<file path="src/rtl/seed_pkg.sv">
package seed_pkg;
  localparam int WORD_W   = 32;
  localparam int ADDR_W   = 6;
  localparam int CTRL_W   = 8;

  localparam logic [ADDR_W-1:0] A_CTRL   = 6'h00;
  localparam logic [ADDR_W-1:0] A_STAT   = 6'h01;
  localparam logic [ADDR_W-1:0] A_SERIAL = 6'h02;
  localparam logic [ADDR_W-1:0] A_HOLD   = 6'h03;
  localparam logic [ADDR_W-1:0] A_OSC    = 6'h04;
  localparam logic [ADDR_W-1:0] A_EXT    = 6'h10;
  localparam logic [ADDR_W-1:0] A_PERS   = 6'h20;
  localparam logic [ADDR_W-1:0] A_HIDE_LO = 6'h10;
  localparam logic [ADDR_W-1:0] A_HIDE_HI = 6'h2F;

  typedef struct packed {
    logic one_shot;    // bit 7
    logic pers_off;    // bit 6
    logic auto_adapt;  // bit 5
    logic health_en;   // bit 4
    logic test_mode;   // bit 3
    logic ext_sel;     // bit 2
    logic src_en;      // bit 1
    logic soft_rst;    // bit 0
  } ctrl_t;

  function automatic ctrl_t filter_ctrl(input logic [CTRL_W-1:0] raw,
                                        input logic legacy);
    ctrl_t c;
    c = ctrl_t'(raw);
    if (legacy) begin
      c.pers_off = 1'b0;
      c.one_shot = 1'b0;
    end else begin
      c.health_en  = 1'b0;
      c.auto_adapt = 1'b0;
    end
    return c;
  endfunction

  function automatic logic source_live(input ctrl_t c, input logic hold,
                                       input logic osc);
    return !hold && !c.soft_rst && c.src_en && osc;
  endfunction

  function automatic logic in_hidden(input logic [ADDR_W-1:0] a);
    return (a >= A_HIDE_LO) && (a <= A_HIDE_HI);
  endfunction
endpackage

</file>
<file path="src/rtl/seed_ctl_regs.sv">
module seed_ctl_regs
  import seed_pkg::*;
(
  input  logic              clk,
  input  logic              rst_n,
  input  logic              legacy_rev_i,
  input  logic              wr_en_i,
  input  logic [ADDR_W-1:0] wr_addr_i,
  input  logic [CTRL_W-1:0] wr_byte_i,
  output ctrl_t             ctrl_o,
  output logic              hold_o,
  output logic              osc_o,
  output logic              serial_wr_o
);
  always_ff @(posedge clk or negedge rst_n) begin
    if (!rst_n) begin
      ctrl_o <= '0;
      hold_o <= 1'b1;
      osc_o  <= 1'b0;
    end else if (wr_en_i) begin
      case (wr_addr_i)
        A_CTRL: ctrl_o <= filter_ctrl(wr_byte_i, legacy_rev_i);
        A_HOLD: hold_o <= wr_byte_i[0];
        A_OSC:  osc_o  <= wr_byte_i[0];
        default: ;
      endcase
    end
  end

  assign serial_wr_o = wr_en_i && (wr_addr_i == A_SERIAL);
endmodule

</file>
<file path="src/rtl/seed_word_bank.sv">
module seed_word_bank
  import seed_pkg::*;
#(
  parameter int               WORDS = 12,
  parameter logic [ADDR_W-1:0] BASE = 6'h10
) (
  input  logic                    clk,
  input  logic                    rst_n,
  input  logic                    wr_en_i,
  input  logic [ADDR_W-1:0]       wr_addr_i,
  input  logic [WORD_W-1:0]       wr_data_i,
  output logic [WORDS*WORD_W-1:0] bank_o
);
  for (genvar i = 0; i < WORDS; i++) begin : g_word
    localparam logic [ADDR_W-1:0] MY_ADDR = BASE + ADDR_W'(i);
    logic [WORD_W-1:0] word_q;
    always_ff @(posedge clk or negedge rst_n) begin
      if (!rst_n)
        word_q <= '0;
      else if (wr_en_i && (wr_addr_i == MY_ADDR))
        word_q <= wr_data_i;
    end
    assign bank_o[i*WORD_W +: WORD_W] = word_q;
  end
endmodule

</file>
<file path="src/rtl/test_shift.sv">
module test_shift #(
  parameter int TEST_BITS = 128
) (
  input  logic                 clk,
  input  logic                 rst_n,
  input  logic                 accept_i,
  input  logic                 bit_i,
  output logic [TEST_BITS-1:0] seed_o,
  output logic                 reseed_o,
  output logic                 regen_o
);
  function automatic logic [TEST_BITS-1:0] push_bit(
      input logic [TEST_BITS-1:0] cur, input logic b);
    return {cur[TEST_BITS-2:0], b};
  endfunction

  always_ff @(posedge clk or negedge rst_n) begin
    if (!rst_n) begin
      seed_o   <= '0;
      reseed_o <= 1'b0;
      regen_o  <= 1'b0;
    end else begin
      reseed_o <= accept_i;
      regen_o  <= reseed_o;
      if (accept_i) seed_o <= push_bit(seed_o, bit_i);
    end
  end
endmodule

</file>
<file path="src/rtl/seed_mux.sv">
module seed_mux
  import seed_pkg::*;
#(
  parameter int HALF_WORDS = 12,
  parameter int TEST_BITS  = 128,
  localparam int HALF_W    = HALF_WORDS * WORD_W
) (
  input  ctrl_t                ctrl_i,
  input  logic [HALF_W-1:0]    ext_i,
  input  logic [HALF_W-1:0]    pers_i,
  input  logic [TEST_BITS-1:0] test_i,
  input  logic [HALF_W-1:0]    entropy_i,
  output logic [2*HALF_W-1:0]  seed_o
);
  function automatic logic [HALF_W-1:0] pick_low(
      input ctrl_t c, input logic [HALF_W-1:0] ext,
      input logic [TEST_BITS-1:0] tst, input logic [HALF_W-1:0] ent);
    if (c.ext_sel)        return ext;
    else if (c.test_mode) return {{(HALF_W-TEST_BITS){1'b0}}, tst};
    else                  return ent;
  endfunction

  assign seed_o = {(ctrl_i.pers_off ? {HALF_W{1'b0}} : pers_i),
                   pick_low(ctrl_i, ext_i, test_i, entropy_i)};
endmodule

</file>
<file path="src/rtl/seed_assembler.sv">
module seed_assembler
  import seed_pkg::*;
#(
  parameter int HALF_WORDS = 12,
  parameter int TEST_BITS  = 128,
  localparam int HALF_W    = HALF_WORDS * WORD_W
) (
  input  logic                clk,
  input  logic                rst_n,
  input  logic                legacy_rev_i,
  input  logic                wr_en_i,
  input  logic [ADDR_W-1:0]   wr_addr_i,
  input  logic [WORD_W-1:0]   wr_data_i,
  input  logic [ADDR_W-1:0]   rd_addr_i,
  output logic [WORD_W-1:0]   rd_data_o,
  input  logic [WORD_W-1:0]   status_i,
  input  logic [HALF_W-1:0]   entropy_i,
  output logic [2*HALF_W-1:0] seed_o,
  output logic                reseed_o,
  output logic                regen_o
);
  ctrl_t                ctrl_w;
  logic                 hold_w, osc_w, serial_wr_w, accept_w;
  logic [HALF_W-1:0]    ext_w, pers_w;
  logic [TEST_BITS-1:0] test_seed_w;

  seed_ctl_regs u_ctl (
    .clk(clk), .rst_n(rst_n), .legacy_rev_i(legacy_rev_i),
    .wr_en_i(wr_en_i), .wr_addr_i(wr_addr_i),
    .wr_byte_i(wr_data_i[CTRL_W-1:0]),
    .ctrl_o(ctrl_w), .hold_o(hold_w), .osc_o(osc_w),
    .serial_wr_o(serial_wr_w)
  );

  seed_word_bank #(.WORDS(HALF_WORDS), .BASE(A_EXT)) u_ext (
    .clk(clk), .rst_n(rst_n), .wr_en_i(wr_en_i), .wr_addr_i(wr_addr_i),
    .wr_data_i(wr_data_i), .bank_o(ext_w)
  );

  seed_word_bank #(.WORDS(HALF_WORDS), .BASE(A_PERS)) u_pers (
    .clk(clk), .rst_n(rst_n), .wr_en_i(wr_en_i), .wr_addr_i(wr_addr_i),
    .wr_data_i(wr_data_i), .bank_o(pers_w)
  );

  assign accept_w = serial_wr_w && ctrl_w.test_mode &&
                    source_live(ctrl_w, hold_w, osc_w);

  test_shift #(.TEST_BITS(TEST_BITS)) u_shift (
    .clk(clk), .rst_n(rst_n), .accept_i(accept_w), .bit_i(wr_data_i[0]),
    .seed_o(test_seed_w), .reseed_o(reseed_o), .regen_o(regen_o)
  );

  seed_mux #(.HALF_WORDS(HALF_WORDS), .TEST_BITS(TEST_BITS)) u_mux (
    .ctrl_i(ctrl_w), .ext_i(ext_w), .pers_i(pers_w), .test_i(test_seed_w),
    .entropy_i(entropy_i), .seed_o(seed_o)
  );

  always_comb begin
    if (in_hidden(rd_addr_i)) rd_data_o = status_i;
    else begin
      case (rd_addr_i)
        A_CTRL:  rd_data_o = {{(WORD_W-CTRL_W){1'b0}}, ctrl_w};
        A_STAT:  rd_data_o = status_i;
        A_HOLD:  rd_data_o = {{(WORD_W-1){1'b0}}, hold_w};
        A_OSC:   rd_data_o = {{(WORD_W-1){1'b0}}, osc_w};
        default: rd_data_o = '0;
      endcase
    end
  end
endmodule

</file>
<file path="config.mk">
export PLATFORM = sky130hd
export DESIGN_NAME = seed_assembler
export DESIGN_NICKNAME = d
export VERILOG_FILES = /design/src/rtl/seed_pkg.sv /design/src/rtl/seed_ctl_regs.sv /design/src/rtl/seed_word_bank.sv /design/src/rtl/test_shift.sv /design/src/rtl/seed_mux.sv /design/src/rtl/seed_assembler.sv
export SDC_FILE = /design/constraint.sdc
export NUM_CORES = 1
export LEC_CHECK = 0
export ABC_AREA = 1
export BUFFER_PORTS_ARGS = -buffer_cell sky130_fd_sc_hd__buf_2
export CAP_MARGIN = 10
export CORE_AREA = 2 2 500 502
export DETAILED_ROUTE_END_ITERATION = 16
export DIE_AREA = 0 0 502 504
export GPL_TIMING_DRIVEN = 0
export PLACE_DENSITY = 0.43
export SYNTH_ARGS = -nofsm -noshare
export SYNTH_HDL_FRONTEND = slang
export SYNTH_HIERARCHICAL = 1
export SYNTH_SLANG_ARGS = --single-unit
</file>
<file path="constraint.sdc">
create_clock -name clk -period 2.75 [get_ports clk]
set_clock_uncertainty 0.05 [all_clocks]
set_input_delay 0.4125 -clock clk [delete_from_list [all_inputs] [get_ports clk]]
set_output_delay 0.4125 -clock clk [all_outputs]
set_load 0.05 [all_outputs]
</file>
==> qor.yml, run 1 <==
setup_path:
  r2r_end: "u_shift/seed_o[95]"
  cp_top_family: "buffers and inverters"
  end_kind: "output pin"
  cp_data_arrival_time_ns: 2.42
  r2r_cells: 8
  path_buf_inv: 6
  r2r-start: "u_ctl/ctrl_o[3]"
  slowest_delay_ns: 0.44
  critical_path.max_fanout: 10
  crit_top_cell: "buf_12"
  worstSetupStartpointType: "register"
  cp_slowest_cell: "dfrtp_2"
  r2r_setup_slack_ns: 0.50
  crit_chain: "buf_12 > nor2_4 > buf_12 > buf_16 > buf_12 > buf_8 > nand2_1 > nand2_1 > buf_6"
  endpoint: "seed_o[143]"
  worstSetupPathType: "reg2out"
  crit_start: "u_ctl/ctrl_o[2]"
  crit_cells: 9
  cp.required_ns: 2.29
cts:
  cts.htree.levels: 3
  clk-insertion-delay-late_ns: 0.80
  clkSlewWorstSetupHoldPaths_ns: 0.06
  clockBufferDepth: 3
  cts_made_buffers: 112
  numClockSinks: 908
  cts_root_buf: "clkbuf_16"
  tritoncts: "yes"
pwr:
  pwr-share-clk_pct: 31.6
  p_int_mw: 28.2
  irDropWorstVdd_mv: 0.561
  switching_share_pct: 42.6
  p_sw_mw: 20.9
  p_seq_share_pct: 32.1
  pwr-share-comb_pct: 36.4
  p_leak_nw: 37.1
  powerDensity_mw_per_mm2: 755
logic_synthesis:
  ys_top_cells_by_area: "dfrtp_1, nand2_1, nand3_1"
  synth_compound_area_share_pct: 0.155
  synthMuxAreaShare_pct: 0
  synth_warnings: 6
  yosysUniqueCellTypes: 25
  yosysTopAreaCell: "dfrtp_1"
  synth_top_family_by_area: "simple AND/OR/NAND/NOR gates"
  synth_top_area_share_pct: 48.4
  yosys.area_share.xor_xnor_pct: 0
  synth_fa_ha_area_share_pct: 0.0267
  netlist_area_mm2: 0.0469
  synth_nets: 7228
  synth.avg_cell_area_um2: 6.94
  yosysSeqAreaShare_pct: 48.4
  ys_seq_elements: 908
  synth_simple_gate_area_share_pct: 40.2
  syn-instance-count: 6763
place:
  dpl.cell_count: 11400
  dp_hpwl_mm: 236
  placed_cell_area_mm2: 0.0578
  gp_congestion: 0.998
  dp_slack_ns: -0.797
  port_buffers: 1265
global_route:
  grt-ovfl-total: 0
  antenna_found_initial: 40
  first_global_vias: 48900
  grt_max_degree: 115
  grt_use_total_pct: 22.7
  grt_pass1_wl_mm: 399
timing:
  rsz0062_at_grt: "true"
  worstMarginPinSlew_ns: 1.35
  worst_slack_ns: -0.129
  max_freq_mhz: 347
  period_minus_slack_ns: 2.88
  maxSlewHeadroom_pct: 9.75
  setup_violations: 273
  fin_tns_setup_ns: -13.22
  drv_slew: 0
  whs_ns: 0.0584
  hold_viol: 0
  finalCritPeriodShare_pct: 105
detailed_routing:
  wl_per_cell_um: 25.5
  drt_wl_total_mm: 297
  antenna_left: 0
  drtIter0Drc: 4018
  vias: 49700
  viasPerCell: 4.27
  route.detailed.drc: 0
  drt_first_pass_iters: 5
floorplanning:
  ioPinCount: 1266
  coreArea_mm2: 0.248
  initial_core_util_pct: 18.9
  die_w_um: 502
  rows: 183
  die_area_mm2: 0.253
  die_h_um: 504
cells_and_area:
  layout-drive-gt1-share_pct: 24.8
  finalNetCount: 8657
  final_cell_count_no_fill: 11600
  final_common_cell: "nand2_1"
  layout_common_cells: "nand2_1, buf_2, nand3_1, dfrtp_1, inv_1"
  syn_to_final_growth_pct: 38.8
  finish.instance_area_mm2: 0.0651
min_path:
  min_path_type: "in2reg"
run_status:
  failed_checks: "setup timing"
  status: "finished, violations left"
flow_run:
  drv_cap: 0
==> power groups by stage <==
stage | Clock [mW] | Combinational, mW | Sequential, mW
global route | 16.5 | 18.8 | 16.0
floorplan | 0 | 10.6 | 15.7
CTS | 16.0 | 17.6 | 15.8
finish | 15.5 | 17.9 | 15.8
detailed placement | 0 | 16.3 | 16.0
global placement | 0 | 16.2 | 16.0
==> cells in the mapped netlist <==
| cell type | count |
|---|---|
| nor2_2 | 29 |
| inv_2 | 5 |
| nand2_1 | 3305 |
| a21oi_4 | 1 |
| o21ai_1 | 8 |
| nand2_4 | 1 |
| buf_4 | 37 |
| nor2_4 | 12 |
| nand2_2 | 4 |
| o21ai_2 | 1 |
| buf_1 | 2 |
| inv_1 | 689 |
| nand3_1 | 906 |
| nor2_1 | 398 |
| buf_2 | 209 |
| buf_6 | 56 |
| nand4_1 | 3 |
| ha_1 | 1 |
| nor3_1 | 1 |
| clkbuf_1 | 184 |
| nor2_8 | 1 |
| o21bai_1 | 1 |
| dfstp_2 | 1 |
| dfrtp_1 | 907 |
| nand3b_1 | 1 |
==> worst min path at each step <==
stage                                            from                           to  slack, ns  depth (start not counted)
after floorplan                                 rst_n              u_ctl/ctrl_o[0]       0.07                          0
after global placement    u_pers/g_word[5].word_q[22]  u_pers/g_word[5].word_q[22]       0.40                          2
after detailed placement  u_pers/g_word[7].word_q[18]  u_pers/g_word[7].word_q[18]       0.41                          2
after CTS                               wr_data_i[31]  u_pers/g_word[7].word_q[31]      0.002                          3
after global routing                    wr_data_i[25]   u_ext/g_word[7].word_q[25]       0.04                          3
final                                   wr_data_i[31]  u_pers/g_word[7].word_q[31]       0.06                          3
==> tightest hold or removal path: cells and delay by family <==
| family | cells | cell delay [ns] |
|---|---|---|
| buffers and inverters | 1 | 0.23 |
| AND/OR/NAND/NOR | 2 | 0.19 |
==> cell families (layout without fill, tap and decap cells) <==
logic type,Yosys count,in the layout
simple gates,4661,4661
buf+inv,1182,2702
flops,908,908
compound gates,11,11
fa+ha+maj,1,1
other cells,0,25
==> state kept, by name, summed over array words and instances (netlist names) <==
signal / count
u_shift/regen_o: 1
u_ctl/ctrl_o: 8
u_ctl/hold_o: 1
u_shift/reseed_o: 1
u_ctl/osc_o: 1
u_pers/g_word.word_q: 384
u_ext/g_word.word_q: 384
u_shift/seed_o: 128
==> area by class of cell <==
class                   instances  area, um2
well taps                    3330       4170
flip-flops and latches        908      22700
multi-input cells            4673      19700
plain buffers                 487       3160
fillers                     27800     182000
inverters                     694       2610
clock buffers                 164       3300
clock inverters                41        519
diodes                         25       62.6
repair buffers               1316       8860
==> routing by layer <==
metal  vias to the layer above  part of all wire, %  global-route usage [%]
met1                     24100                   40                    27.5
met2                      2064                   48                    38.7
li1                      23200                    -                       -
met4                         6                  5.5                    10.8
met5                         -                0.016                       0
met3                       427                  6.6                    3.99
==> what timing repair did <==
| item | in CTS | in global routing |
|---|---|---|
| hold buffers | 21 | 0 |
| pin swaps | 6 | 1 |
| hold endpoints to repair | 173 | 0 |
| buffers inserted | 9 | 3 |
| gates cloned | 1 | 1 |
| endpoints found under the setup margin | 768 | 502 |
| gates resized for setup | 740 | 282 |
==> through the flow <==
| step | util [%] | power [mW] |
|---|---|---|
| 5_1_grt | 26.3 | 51.2 |
| 3_5_place_dp | 23.4 | 32.3 |
| 4_1_cts | 26.0 | 49.3 |
| 6_report | 26.3 | 49.2 |
| 2_1_floorplan | - | 26.2 |
| 3_3_place_gp | 23.2 | 32.1 |
Power figures use the tool's default switching activity.
==> run 2: changes to the inputs <==
Settings changed: TNS_END_PERCENT from default to 20.
==> qor.yml, run 2 (synthesized netlist as in run 1, its figures left out) <==
timing:
  drv_slew: 0
  whs_ns: 0.0676
  finalCritPeriodShare_pct: 105
  hold_viol: 0
  worst_slack_ns: -0.151
  worstMarginPinSlew_ns: 1.34
  max_freq_mhz: 345
  setup_violations: 314
  rsz0062_at_grt: "true"
  period_minus_slack_ns: 2.90
  maxSlewHeadroom_pct: 10.7
flow_run:
  drv_cap: 0
detailed_routing:
  wl_per_cell_um: 25.5
  vias: 49800
  viasPerCell: 4.28
  drt_first_pass_iters: 7
  drtIter0Drc: 3959
  route.detailed.drc: 0
  drt_wl_total_mm: 297
  antenna_left: 0
cells_and_area:
  finish.instance_area_mm2: 0.0647
  regArea_mm2: 0.0227
  multi_input_area_mm2: 0.0196
  nFillCells: 27900
  final_common_cell: "nand2_1"
  top_regs: "u_ext/g_word.word_q (384), u_pers/g_word.word_q (384), u_shift/seed_o (128)"
  layout_common_cells: "nand2_1, buf_2, nand3_1, dfrtp_1, inv_1"
  layout-drive-gt1-share_pct: 24.5
  finalNetCount: 8654
  final_cell_count_no_fill: 11600
  fin_util_pct: 26.1
  syn_to_final_growth_pct: 38.0
pwr:
  irDropWorstVdd_mv: 0.558
  powerDensity_mw_per_mm2: 757
  p_leak_nw: 37.0
place:
  dp_slack_ns: -0.797
  gp_congestion: 0.998
  port_buffers: 1265
  dpl.cell_count: 11400
  placed_cell_area_mm2: 0.0578
  dp_hpwl_mm: 236
run_status:
  status: "finished, violations left"
  failed_checks: "setup timing"
cts:
  cts.htree.levels: 3
  tritoncts: "yes"
  cts_root_buf: "clkbuf_16"
  numClockSinks: 908
  cts_made_buffers: 112
  clk-insertion-delay-late_ns: 0.80
  clockBufferDepth: 3
  clkSlewWorstSetupHoldPaths_ns: 0.05
floorplanning:
  rows: 183
  coreArea_mm2: 0.248
  ioPinCount: 1266
  die_w_um: 502
  die_h_um: 504
  die_area_mm2: 0.253
  initial_core_util_pct: 18.9
setup_path:
  worstSetupPathType: "reg2out"
  end_kind: "output pin"
  critical_path.max_fanout: 10
  cp_data_arrival_time_ns: 2.44
  slowest_delay_ns: 0.44
  crit_chain: "buf_12 > inv_1 > buf_12 > buf_6 > nand3_1 > nand2_1 > buf_2"
  worstSetupStartpointType: "register"
  cp_slowest_cell: "dfrtp_2"
  cp.required_ns: 2.29
  crit_top_cell: "buf_12"
global_route:
  grt_max_degree: 115
  first_global_vias: 48800
  grt_pass1_wl_mm: 399
  grt_use_total_pct: 22.7
  grt-ovfl-total: 0
  antenna_found_initial: 41
min_path:
  min_path_type: "in2reg"
==> run 2: changes by cell type in the layout (fill, tap and decap cells not counted), sizes merged <==
cell | previous run | this run
buf | 1593 | 1590
diode | 25 | 28
==> run 2: final cells by class <==
class,instances,area share [%]
antenna,28,0.108
buffer,487,4.84
clock buffer,164,5.10
clock inverter,41,0.802
inverter,694,4.02
multi-input combinational,4673,30.3
sequential,908,35.1
tap,3330,6.44
timing repair buffer,1313,13.3
==> run 2: final timing paths <==
check                                            start                      endpoint  cells after the start  slack, ns
min reg2reg                u_pers/g_word[7].word_q[18]   u_pers/g_word[7].word_q[18]                      2       0.42
max reg2reg                            u_ctl/ctrl_o[3]            u_shift/seed_o[36]                      8       0.47
min in group asynchronous                        rst_n    u_ext/g_word[4].word_q[10]                      3       0.19
max                                    u_ctl/ctrl_o[2]                    seed_o[69]                      7      -0.15
min                                      wr_data_i[31]   u_pers/g_word[7].word_q[31]                      3       0.07
max in group asynchronous                        rst_n  u_pers/g_word[11].word_q[25]                      6       0.23
==> run 2: timing repair <==
item	in CTS	in global routing
setup endpoints to repair	768	505
pin swaps	5	1
hold buffers	21	0
hold endpoints to repair	173	0
resized for setup	667	222
buffers inserted	9	0
gates cloned	1	1
==> run 2: power by group <==
group          switching [mW]  total [mW]  internal (mW)
logic                    13.3        17.7           4.35
clock network            6.61        15.5           8.91
registers               0.923        15.8           14.9
==> run 2: per-stage QoR <==
step	power, mW	TNS, ns
6_report	49.0	-18.12
5_1_grt	51.0	-60.69
4_1_cts	49.2	-65.76
3_5_place_dp	32.3	-75.63
3_3_place_gp	32.1	-
2_1_floorplan	26.2	0
==> run 2: per-layer routing <==
layer | GRT usage (%) | wire [um]
met1 | 27.5 | 118000
met2 | 38.7 | 143000
met5 | 0 | 41
met3 | 3.96 | 19700
met4 | 10.8 | 16400
==> run 2: critical path: cells and delay by family, from the launching register on <==
| kind | cells | cell delay [ns] |
|---|---|---|
| buf+inv | 5 | 0.94 |
| flops | 1 | 0.44 |
| simple gates | 2 | 0.30 |
